<file path="src/rtl/wdt_pkg.sv">
package wdt_pkg;

  typedef enum logic [1:0] {
    ST_IDLE  = 2'd0,
    ST_HOLD  = 2'd1,
    ST_COUNT = 2'd2,
    ST_HALT  = 2'd3
  } wdtState_t;

  typedef struct packed {
    logic clrCnt;
    logic incCnt;
    logic setFlag;
    logic firePulse;
  } wdtStrobes_t;

  typedef struct packed {
    logic       enBit;
    logic       flagBit;
    logic       holdBit;
    logic       pulseSel;
    logic       rsvdBit;
    logic [2:0] periodSel;
  } wdtCfg_t;

  // period length in ticks: a power of two picked by the select code
  function automatic int unsigned periodTicks(input logic [2:0] code);
    int unsigned expo;
    case (code)
      3'd0: expo = 5;
      3'd1: expo = 9;
      3'd2: expo = 11;
      3'd3: expo = 12;
      3'd4: expo = 15;
      3'd5: expo = 19;
      3'd6: expo = 20;
      default: expo = 21;
    endcase
    return 32'd1 << expo;
  endfunction

endpackage

</file>
<file path="src/rtl/wdt_datapath.sv">
module wdt_datapath
  import wdt_pkg::*;
#(
  parameter int unsigned CNT_W       = 22,
  parameter int unsigned PULSE_W     = 13,
  parameter int unsigned DELAY_TICKS = 2097152,
  parameter int unsigned SHORT_PULSE = 4,
  parameter int unsigned LONG_PULSE  = 4096
) (
  input  logic        clk,
  input  logic        rst,
  input  logic        tickEn,
  input  logic        supplyOk,
  input  logic        regWrEn,
  input  logic [7:0]  regWrData,
  input  wdtStrobes_t strb,
  output wdtCfg_t     cfg,
  output logic        hitPeriod,
  output logic        hitDelay,
  output logic        wdOut
);

  logic [CNT_W-1:0]   cnt;
  logic [CNT_W-1:0]   cntNext;
  logic [CNT_W-1:0]   periodLimit;
  logic [PULSE_W-1:0] pulseLeft;

  assign cntNext     = cnt + CNT_W'(1);
  assign periodLimit = CNT_W'(periodTicks(cfg.periodSel));
  assign hitPeriod   = (cntNext == periodLimit);
  assign hitDelay    = (cntNext == CNT_W'(DELAY_TICKS));

  // control register: write first, hardware flag set next, supply loss last
  always_ff @(posedge clk) begin
    if (rst) begin
      cfg <= '0;
    end else begin
      if (regWrEn) cfg <= wdtCfg_t'(regWrData);
      if (strb.setFlag) cfg.flagBit <= 1'b1;
      if (!supplyOk) cfg.enBit <= 1'b0;
    end
  end

  always_ff @(posedge clk) begin
    if (rst) begin
      cnt <= '0;
    end else if (strb.clrCnt) begin
      cnt <= '0;
    end else if (strb.incCnt) begin
      cnt <= cntNext;
    end
  end

  always_ff @(posedge clk) begin
    if (rst) begin
      pulseLeft <= '0;
    end else if (strb.firePulse) begin
      pulseLeft <= cfg.pulseSel ? PULSE_W'(LONG_PULSE) : PULSE_W'(SHORT_PULSE);
    end else if (tickEn && pulseLeft != '0) begin
      pulseLeft <= pulseLeft - PULSE_W'(1);
    end
  end

  assign wdOut = (pulseLeft != '0);

  assert_flag_with_pulse_R4: assert property (@(posedge clk) disable iff (rst)
    $rose(wdOut) |-> cfg.flagBit);

  assert_supply_clears_en_R8: assert property (@(posedge clk) disable iff (rst)
    !supplyOk |=> !cfg.enBit);

  assert_fire_sets_flag_R4: assert property (@(posedge clk) disable iff (rst)
    strb.firePulse |=> (cfg.flagBit && wdOut));

endmodule

</file>
<file path="src/rtl/wdt_control.sv">
module wdt_control
  import wdt_pkg::*;
(
  input  logic        clk,
  input  logic        rst,
  input  logic        tickEn,
  input  logic        kick,
  input  wdtCfg_t     cfg,
  input  logic        hitPeriod,
  input  logic        hitDelay,
  output wdtStrobes_t strb
);

  wdtState_t state;
  wdtState_t stateNext;

  always_comb begin
    strb      = '0;
    stateNext = state;
    if (!cfg.enBit) begin
      stateNext = ST_IDLE;
    end else begin
      case (state)
        ST_IDLE, ST_HALT: begin
          if (!cfg.flagBit) begin
            strb.clrCnt = 1'b1;
            stateNext   = cfg.holdBit ? ST_HOLD : ST_COUNT;
          end else begin
            stateNext = ST_HALT;
          end
        end
        ST_HOLD: begin
          if (cfg.flagBit) begin
            stateNext = ST_HALT;
          end else if (tickEn) begin
            if (hitDelay) begin
              strb.clrCnt = 1'b1;
              stateNext   = ST_COUNT;
            end else begin
              strb.incCnt = 1'b1;
            end
          end
        end
        default: begin
          if (cfg.flagBit) begin
            stateNext = ST_HALT;
          end else if (kick) begin
            strb.clrCnt = 1'b1;
          end else if (tickEn) begin
            if (hitPeriod) begin
              strb.setFlag   = 1'b1;
              strb.firePulse = 1'b1;
              stateNext      = ST_HALT;
            end else begin
              strb.incCnt = 1'b1;
            end
          end
        end
      endcase
    end
  end

  always_ff @(posedge clk) begin
    if (rst) state <= ST_IDLE;
    else     state <= stateNext;
  end

  assert_kick_beats_expiry_R7: assert property (@(posedge clk) disable iff (rst)
    (kick && state == ST_COUNT) |-> !strb.setFlag);

  assert_halt_frozen_R5: assert property (@(posedge clk) disable iff (rst)
    (state == ST_HALT && cfg.flagBit) |-> !(strb.firePulse || strb.incCnt));

  assert_idle_no_count_R8: assert property (@(posedge clk) disable iff (rst)
    !cfg.enBit |=> state == ST_IDLE);

  assert_hold_ignores_kick_R7: assert property (@(posedge clk) disable iff (rst)
    (state == ST_HOLD && kick && !tickEn) |-> !strb.clrCnt);

endmodule

</file>
<file path="src/rtl/watchdog_unit.sv">
module watchdog_unit
  import wdt_pkg::*;
#(
  parameter int unsigned DELAY_TICKS = 2097152,
  parameter int unsigned SHORT_PULSE = 4,
  parameter int unsigned LONG_PULSE  = 4096
) (
  input  logic       clk,
  input  logic       rst,
  input  logic       tickEn,
  input  logic       supplyOk,
  input  logic       kick,
  input  logic       regWrEn,
  input  logic [7:0] regWrData,
  output logic [7:0] regRdData,
  output logic       wdOut
);

  localparam int unsigned MAX_PERIOD = 2097152;
  localparam int unsigned CNT_W   = $clog2((DELAY_TICKS > MAX_PERIOD ? DELAY_TICKS : MAX_PERIOD) + 1);
  localparam int unsigned PULSE_W = $clog2((LONG_PULSE > SHORT_PULSE ? LONG_PULSE : SHORT_PULSE) + 1);

  wdtStrobes_t strb;
  wdtCfg_t     cfg;
  logic        hitPeriod;
  logic        hitDelay;

  wdt_control uCtrl (
    .clk      (clk),
    .rst      (rst),
    .tickEn   (tickEn),
    .kick     (kick),
    .cfg      (cfg),
    .hitPeriod(hitPeriod),
    .hitDelay (hitDelay),
    .strb     (strb)
  );

  wdt_datapath #(
    .CNT_W      (CNT_W),
    .PULSE_W    (PULSE_W),
    .DELAY_TICKS(DELAY_TICKS),
    .SHORT_PULSE(SHORT_PULSE),
    .LONG_PULSE (LONG_PULSE)
  ) uData (
    .clk      (clk),
    .rst      (rst),
    .tickEn   (tickEn),
    .supplyOk (supplyOk),
    .regWrEn  (regWrEn),
    .regWrData(regWrData),
    .strb     (strb),
    .cfg      (cfg),
    .hitPeriod(hitPeriod),
    .hitDelay (hitDelay),
    .wdOut    (wdOut)
  );

  assign regRdData = cfg;

endmodule

</file>
<file path="config.mk">
export PLATFORM = sky130hd
export DESIGN_NAME = watchdog_unit
export DESIGN_NICKNAME = d
export VERILOG_FILES = /design/src/rtl/wdt_pkg.sv /design/src/rtl/wdt_datapath.sv /design/src/rtl/wdt_control.sv /design/src/rtl/watchdog_unit.sv
export SDC_FILE = /design/constraint.sdc
export NUM_CORES = 1
export LEC_CHECK = 0
export ABC_AREA = 1
export BUFFER_PORTS_ARGS = -buffer_cell sky130_fd_sc_hd__clkbuf_2
export CORE_ASPECT_RATIO = 1.75
export CORE_MARGIN = 2
export CORE_UTILIZATION = 55
export CTS_BUF_LIST = sky130_fd_sc_hd__clkbuf_8
export CTS_CLUSTER_DIAMETER = 200
export DETAILED_ROUTE_END_ITERATION = 7
export PLACE_DENSITY = 0.74
export SYNTH_ARGS = -nofsm -noshare
export SYNTH_HDL_FRONTEND = slang
export SYNTH_SLANG_ARGS = --single-unit
export TNS_END_PERCENT = 50
</file>
<file path="constraint.sdc">
create_clock -name clk -period 5.4 [get_ports clk]
set_clock_uncertainty 0.05 [all_clocks]
set_input_delay 0.81 -clock clk [delete_from_list [all_inputs] [get_ports clk]]
set_output_delay 0.81 -clock clk [all_outputs]
set_load 0.01 [all_outputs]
</file>
==> impl_metrics.csv, run 1 <==
group,metric,value,unit
logic_synthesis,postSynthAreaPerCell,6.34,sq um
timing,hold_viol_final,0,
critical_path,crit_start,"uData.cnt[1]",
timing,drv_slew,0,
clock_tree,cts_max_path_buffers,2,
finish,final_cell_mix,"nand2_1 (122), nor2_1 (81), inv_1 (64)",
timing,slew_headroom,27.4,%
placed_design,place_hpwl,5.57,mm
timing,finalCritPeriodShare,55.2,%
placed_design,port_buffers,22,
logic_synthesis,yosysUniqueCellTypes,41,
clock_tree,clk_pin_slew_worst_paths,90,ps
finish,final_nets,540,
clock_tree,insertion_delay,300,ps
status,outcome,"complete, no violations",
critical_path,startpoint_type,"flip-flop",
floorplanning,rows,36,
floorplanning,die_width,61.7,microns
clock_tree,cts-buffers-inserted,5,
detailed_routing,via_count,3148,
critical_path,crit_fanout,22,
logic_synthesis,ys_seq_elements,45,
global_routing,grt_max_degree,46,
logic_synthesis,synthTopCellsByArea,"dfxtp_1 (28%), nand2_1 (14%), nor2_1 (9.5%)",
logic_synthesis,synth_top_family_by_area,"simple AND/OR/NAND/NOR gates",
critical_path,end_kind,"flip-flop",
critical_path,r2r_end,"uData.cnt[19]",
timing,rsz0062_at_grt,"no",
timing,final.min_clock_period,2980,ps
detailed_routing,viasPerCell,5.26,
clock_tree,cts.repair.resized,0,
logic_synthesis,seq_area_frac_synth,28.1,%
global_routing,grt_pass1_vias,2934,
critical_path,crit_end,"uData.cnt[19]",
floorplanning,die-area,0.00647,sq mm
clock_tree,clock-root-buffer,"clkbuf_8",
detailed_routing,drc,0,
clock_tree,postCtsSetupBuffers,0,
logic_synthesis,synthMuxAreaShare,0,%
floorplanning,core-area,0.00559,sq mm
timing,tightest_slew,1090,ps
global_routing,grt_pass1_wl,12.2,mm
logic_synthesis,synth_nets,523,
critical_path,worstRegToRegCells,14,
logic_synthesis,synth-xor-area-share,4.18,%
detailed_routing,drt_iter0_markers,173,
critical_path,rrSetupSlack,2420,ps
logic_synthesis,yosysWarningCount,0,
critical_path,critPathKind,"flip-flop to flip-flop",
finish,area.growth.synth_to_final,7.35,%
detailed_routing,drt_pass1_iterations,4,
timing,finalSetupTns,0,ps
clock_tree,htree_num_levels,2,
critical_path,cp.arrival,3160,ps
power_and_ir_drop,ir_drop,0.275,mV
finish,post-route-util,61.5,%
logic_synthesis,synth-simple-area-share,46.7,%
global_routing,grt_usage,24.2,%
critical_path,reg2reg_from,"uData.cnt[1]",
placed_design,gp_congestion,0.906,
logic_synthesis,netlist_area,0.00320,sq mm
detailed_routing,antenna_left,0,
logic_synthesis,postSynthCellCount,505,
finish,fin_cells,599,
logic_synthesis,synth_compound_area_share,8.84,%
run,cap_violations,0,
logic_synthesis,yosysTopAreaCell,"dfxtp_1",
floorplanning,start_util,57.3,%
finish,drive_gt1_share,11.9,%
finish,final_common_cell,"nand2_1",
timing,fmax,335,MHz
critical_path,cp.required,5580,ps
timing,holdWs,438,ps
global_routing,antenna_found_initial,0,
global_routing,grt-ovfl-total,0,
detailed_routing,routedWlPerCell,12.2,microns
floorplanning,die_h,105,microns
timing,setup_viol,0,
power_and_ir_drop,p_per_area,312,mW/mm^2
floorplanning,pin_count,23,
finish,antenna_cells,0,
placed_design,place_inst,591,
clock_tree,cts_hold_buffers,0,
clock_tree,tritoncts,"yes",
detailed_routing,wl,7.32,mm
clock_tree,clock_sinks,45,
logic_synthesis,synthAdderAreaFrac,1.56,%
hold_path,min-delay-start,"uData.cfg[5]",
power_and_ir_drop,leakagePower,1.47,nW
hold_path,hold_class,"flip-flop to flip-flop",
logic_synthesis,synth_top_area_share,28.1,%
[worst max-delay path, cell delays in order (launching register included)]
cell	delay, ps
dfxtp_1	420
ha_1	250
nand2_2	90
nor2_4	150
nand2_2	120
nor2_4	160
nand3_1	110
xor2_1	180
nand3_1	80
nor2_1	50
nand3b_1	80
nand2_1	60
a21oi_2	850
nand2_1	150
nor2_1	110
[flip-flops by register name (all words and copies together), names as in the netlist]
name             cells
uCtrl.state          2
uData.cfg            8
uData.cnt           22
uData.pulseLeft     13
[how the worst min path moves through the flow]
| stage | to | slack (ps) | depth (start not counted) |
|---|---|---|---|
| after floorplan | uData.pulseLeft[3] | 410 | 2 |
| after global placement | uData.cfg[5] | 420 | 2 |
| after detailed placement | uData.cfg[5] | 430 | 2 |
| after CTS | uData.cfg[5] | 440 | 2 |
| after global routing | uData.pulseLeft[3] | 470 | 2 |
| final | uData.cfg[5] | 440 | 2 |
[layout make-up]
cell class              instances  area (sq um)
clock buffers                   6          82.6
clock inverters                 2          33.8
fillers                       581          2150
inverters                      65           244
multi-input cells             382          1960
flip-flops and latches         45           901
well taps                      76          95.1
repair buffers                 23           118
[per-stage QoR]
stage / setup slack (ps) / instance area [sq um] / total power [mW]
floorplan: 3100 / 3200 / 0.738
global placement: 2550 / 3320 / 0.797
detailed placement: 2470 / 3320 / 0.811
CTS: 2420 / 3440 / 1.08
global route: 2120 / 3440 / 1.15
finish: 2420 / 3440 / 1.07
[Yosys cell counts]
| cell type | number |
|---|---|
| a31oi_1 | 2 |
| nand2_1 | 122 |
| ha_1 | 4 |
| nand3b_1 | 8 |
| inv_1 | 63 |
| nand2_2 | 5 |
| buf_4 | 1 |
| o21bai_1 | 1 |
| clkbuf_1 | 2 |
| a221oi_1 | 1 |
| clkinv_1 | 1 |
| a21oi_1 | 35 |
| dfxtp_1 | 45 |
| nor2_2 | 6 |
| nor2_4 | 5 |
| nand3_1 | 51 |
| nand3b_2 | 1 |
| a21oi_2 | 1 |
| xnor3_1 | 1 |
| nand3_2 | 7 |
| nor3_1 | 9 |
| xor3_1 | 1 |
| nand4_1 | 10 |
| buf_2 | 3 |
| nor2_8 | 1 |
| o21a_1 | 1 |
| xor2_1 | 7 |
| inv_2 | 1 |
| nand2_4 | 3 |
| o21ai_1 | 1 |
| nor2_1 | 81 |
| and2_1 | 1 |
| buf_6 | 5 |
| nand4_4 | 1 |
| xnor2_1 | 3 |
| a211oi_1 | 2 |
| o21ai_0 | 7 |
| buf_1 | 2 |
| nor3_2 | 1 |
| o211ai_1 | 1 |
| nor4_1 | 2 |
[power by group]
group,switching [mW],internal (mW)
combinational,0.239,0.139
sequential,0.0463,0.380
clock,0.118,0.149
total,0.403,0.668
[layer usage]
metal  up-vias  share of wire [%]  track usage (%)
li1       1655                  -                -
met1      1433                 40             24.5
met2        39                 55             44.6
met3        21                1.4             3.22
met4         0                4.0             12.2
met5         -                  0                0
[cell families (layout without fill, tap and decap cells)]
group / Yosys count / after routing
xor+xnor: 12 / 12
simple gates: 314 / 314
flops: 45 / 45
fa+ha+maj: 4 / 4
buf+inv: 78 / 96
compound gates: 52 / 52
Note: power is estimated with default switching activity, not from simulation.
==> inputs of run 2 (changes only) <==
==> constraint.sdc (replaced) <==
create_clock -name clk -period 2.94 [get_ports clk]
set_clock_uncertainty 0.05 [all_clocks]
set_input_delay 0.441 -clock clk [delete_from_list [all_inputs] [get_ports clk]]
set_output_delay 0.441 -clock clk [all_outputs]
set_load 0.01 [all_outputs]
==> run 2 against run 1 <==
Against the previous run:
- global-route usage is 0.81 points higher
- first-iteration DRC count is 17% higher
- via count is 2.8% higher
- highest routed layer unchanged
- final cell count is 0.83% higher
- sequential share of layout area is 0.58 points lower
- largest cell class unchanged
- utilization is 1.4 points higher
==> impl_metrics.csv, run 2 (synthesized netlist as in run 1, its figures left out) <==
group,metric,value,unit
status,outcome,"complete, no violations",
timing,setup_viol,0,
global_routing,grt_max_degree,46,
hold_path,hold_class,"input pin to flip-flop",
detailed_routing,drt_iter0_markers,202,
placed_design,pre_cts_ws,26.1,ps
floorplanning,start_util,57.3,%
global_routing,grt_usage,25.0,%
critical_path,cp.arrival,2930,ps
power_and_ir_drop,pwr-share-clk,24.8,%
critical_path,end_kind,"flip-flop",
critical_path,startpoint_type,"flip-flop",
detailed_routing,via_count,3236,
clock_tree,clock_sinks,45,
finish,post-route-util,62.9,%
power_and_ir_drop,leakagePower,1.50,nW
placed_design,place_hpwl,5.79,mm
run,cap_violations,0,
detailed_routing,routedWlPerCell,13.2,microns
floorplanning,core-area,0.00559,sq mm
clock_tree,insertion_delay,310,ps
timing,rsz0062_at_grt,"yes",
placed_design,port_buffers,22,
detailed_routing,wl,8.00,mm
timing,finalWorstSetupSlack,208,ps
placed_design,gp_congestion,0.922,
power_and_ir_drop,total_power,2.01,mW
finish,antenna_cells,0,
timing,finalCritPeriodShare,92.9,%
power_and_ir_drop,p_int,1.24,mW
finish,largest_register_ffs,22,
floorplanning,die_width,61.7,microns
floorplanning,die-area,0.00647,sq mm
power_and_ir_drop,ir_drop,0.493,mV
clock_tree,htree_num_levels,2,
clock_tree,cts_max_path_buffers,2,
clock_tree,clk_pin_slew_worst_paths,90,ps
power_and_ir_drop,pwr-share-comb,36.2,%
critical_path,cp.required,3130,ps
floorplanning,pin_count,23,
global_routing,grt_pass1_wl,12.5,mm
critical_path,critPathKind,"flip-flop to flip-flop",
global_routing,grt-ovfl-total,0,
clock_tree,tritoncts,"yes",
finish,final_cell_mix,"nand2_1 (122), nor2_1 (81), inv_1 (64)",
floorplanning,rows,36,
clock_tree,cts-buffers-inserted,5,
timing,final.min_clock_period,2730,ps
timing,slew_headroom,43.4,%
power_and_ir_drop,p_per_area,572,mW/mm^2
floorplanning,die_h,105,microns
timing,fmax,366,MHz
clock_tree,clock-root-buffer,"clkbuf_8",
finish,top_register,"uData.cnt",
critical_path,crit_fanout,44,
detailed_routing,viasPerCell,5.36,
finish,drive_gt1_share,13.1,%
finish,area.growth.synth_to_final,9.77,%
timing,hold_viol_final,0,
finish,reg_top3,"uData.cnt x22, uData.pulseLeft x13, uData.cfg x8",
power_and_ir_drop,p_switching,0.763,mW
power_and_ir_drop,p_seq_share,39.0,%
finish,final_nets,545,
timing,tightest_slew,844,ps
finish,final_common_cell,"nand2_1",
global_routing,antenna_found_initial,0,
detailed_routing,drc,0,
finish,fillerInstances,586,
detailed_routing,antenna_left,0,
power_and_ir_drop,p_sw_share,38.0,%
global_routing,grt_pass1_vias,2883,
detailed_routing,drt_pass1_iterations,4,
timing,drv_slew,0,
[run 2: layout make-up]
class	count	area (sq um)	area share (%)
Sequential cell	45	901	25.6
Clock buffer	6	82.6	2.35
Timing Repair Buffer	27	148	4.20
Multi-Input combinational cell	383	2010	57.2
Tap cell	76	95.1	2.71
Inverter	65	244	6.94
Clock inverter	2	33.8	0.962
[run 2: stage by stage]
step | hold slack [ps] | std cells | setup TNS [ps] | instance area, sq um
final | 309 | 604 | 0 | 3510
after global routing | 318 | 604 | -66.2 | 3510
after CTS | 314 | 603 | 0 | 3470
after detailed placement | 437 | 595 | 0 | 3350
after global placement | 424 | 595 | 0 | 3350
after floorplan | 410 | 505 | 0 | 3200
[run 2: repair_timing]
item	CTS	global route
gates cloned	0	1
gates resized for setup	1	4
buffers inserted	0	0
pin swaps	0	1
hold buffers	0	0
setup endpoints to repair	4	22
[run 2: worst paths after layout]
path                      from       endpoint  slack [ps]  cells after the start
hold / removal    regWrData[4]   uData.cfg[4]         310                      3
setup / recovery  uData.cnt[0]  uData.cnt[14]         210                     15
hold reg to reg   uData.cfg[5]   uData.cfg[5]         440                      2
setup reg to reg  uData.cnt[0]  uData.cnt[14]         210                     15
[run 2: metal layers]
layer  up-vias  global-route usage (%)  share of wire [%]
met5         -                       0                  0
met4         0                    10.9                3.7
met3        17                    3.47                2.8
met2        59                    46.1                 56
met1      1497                    26.0                 38
li1       1663                       -                  -
[run 2: power by group through the flow]
stage / sequential, mW / clock, mW / combinational, mW
6_report: 0.784 / 0.498 / 0.727
5_1_grt: 0.794 / 0.522 / 0.839
4_1_cts: 0.782 / 0.499 / 0.729
3_5_place_dp: 0.795 / 0 / 0.724
3_3_place_gp: 0.791 / 0 / 0.695
2_1_floorplan: 0.779 / 0 / 0.576
[run 2: worst max-delay path: stages, from the launching register on]
cell	delay, ps
dfxtp_1	430
ha_1	240
nand2_2	90
nor2_4	150
nand2_2	130
nor2_4	170
nand3_1	130
xor2_2	200
nand2_1	90
nor2_2	190
nand3_2	140
nand3_2	140
nand2_8	190
nand3_1	160
nand2_1	60
nor2_1	90
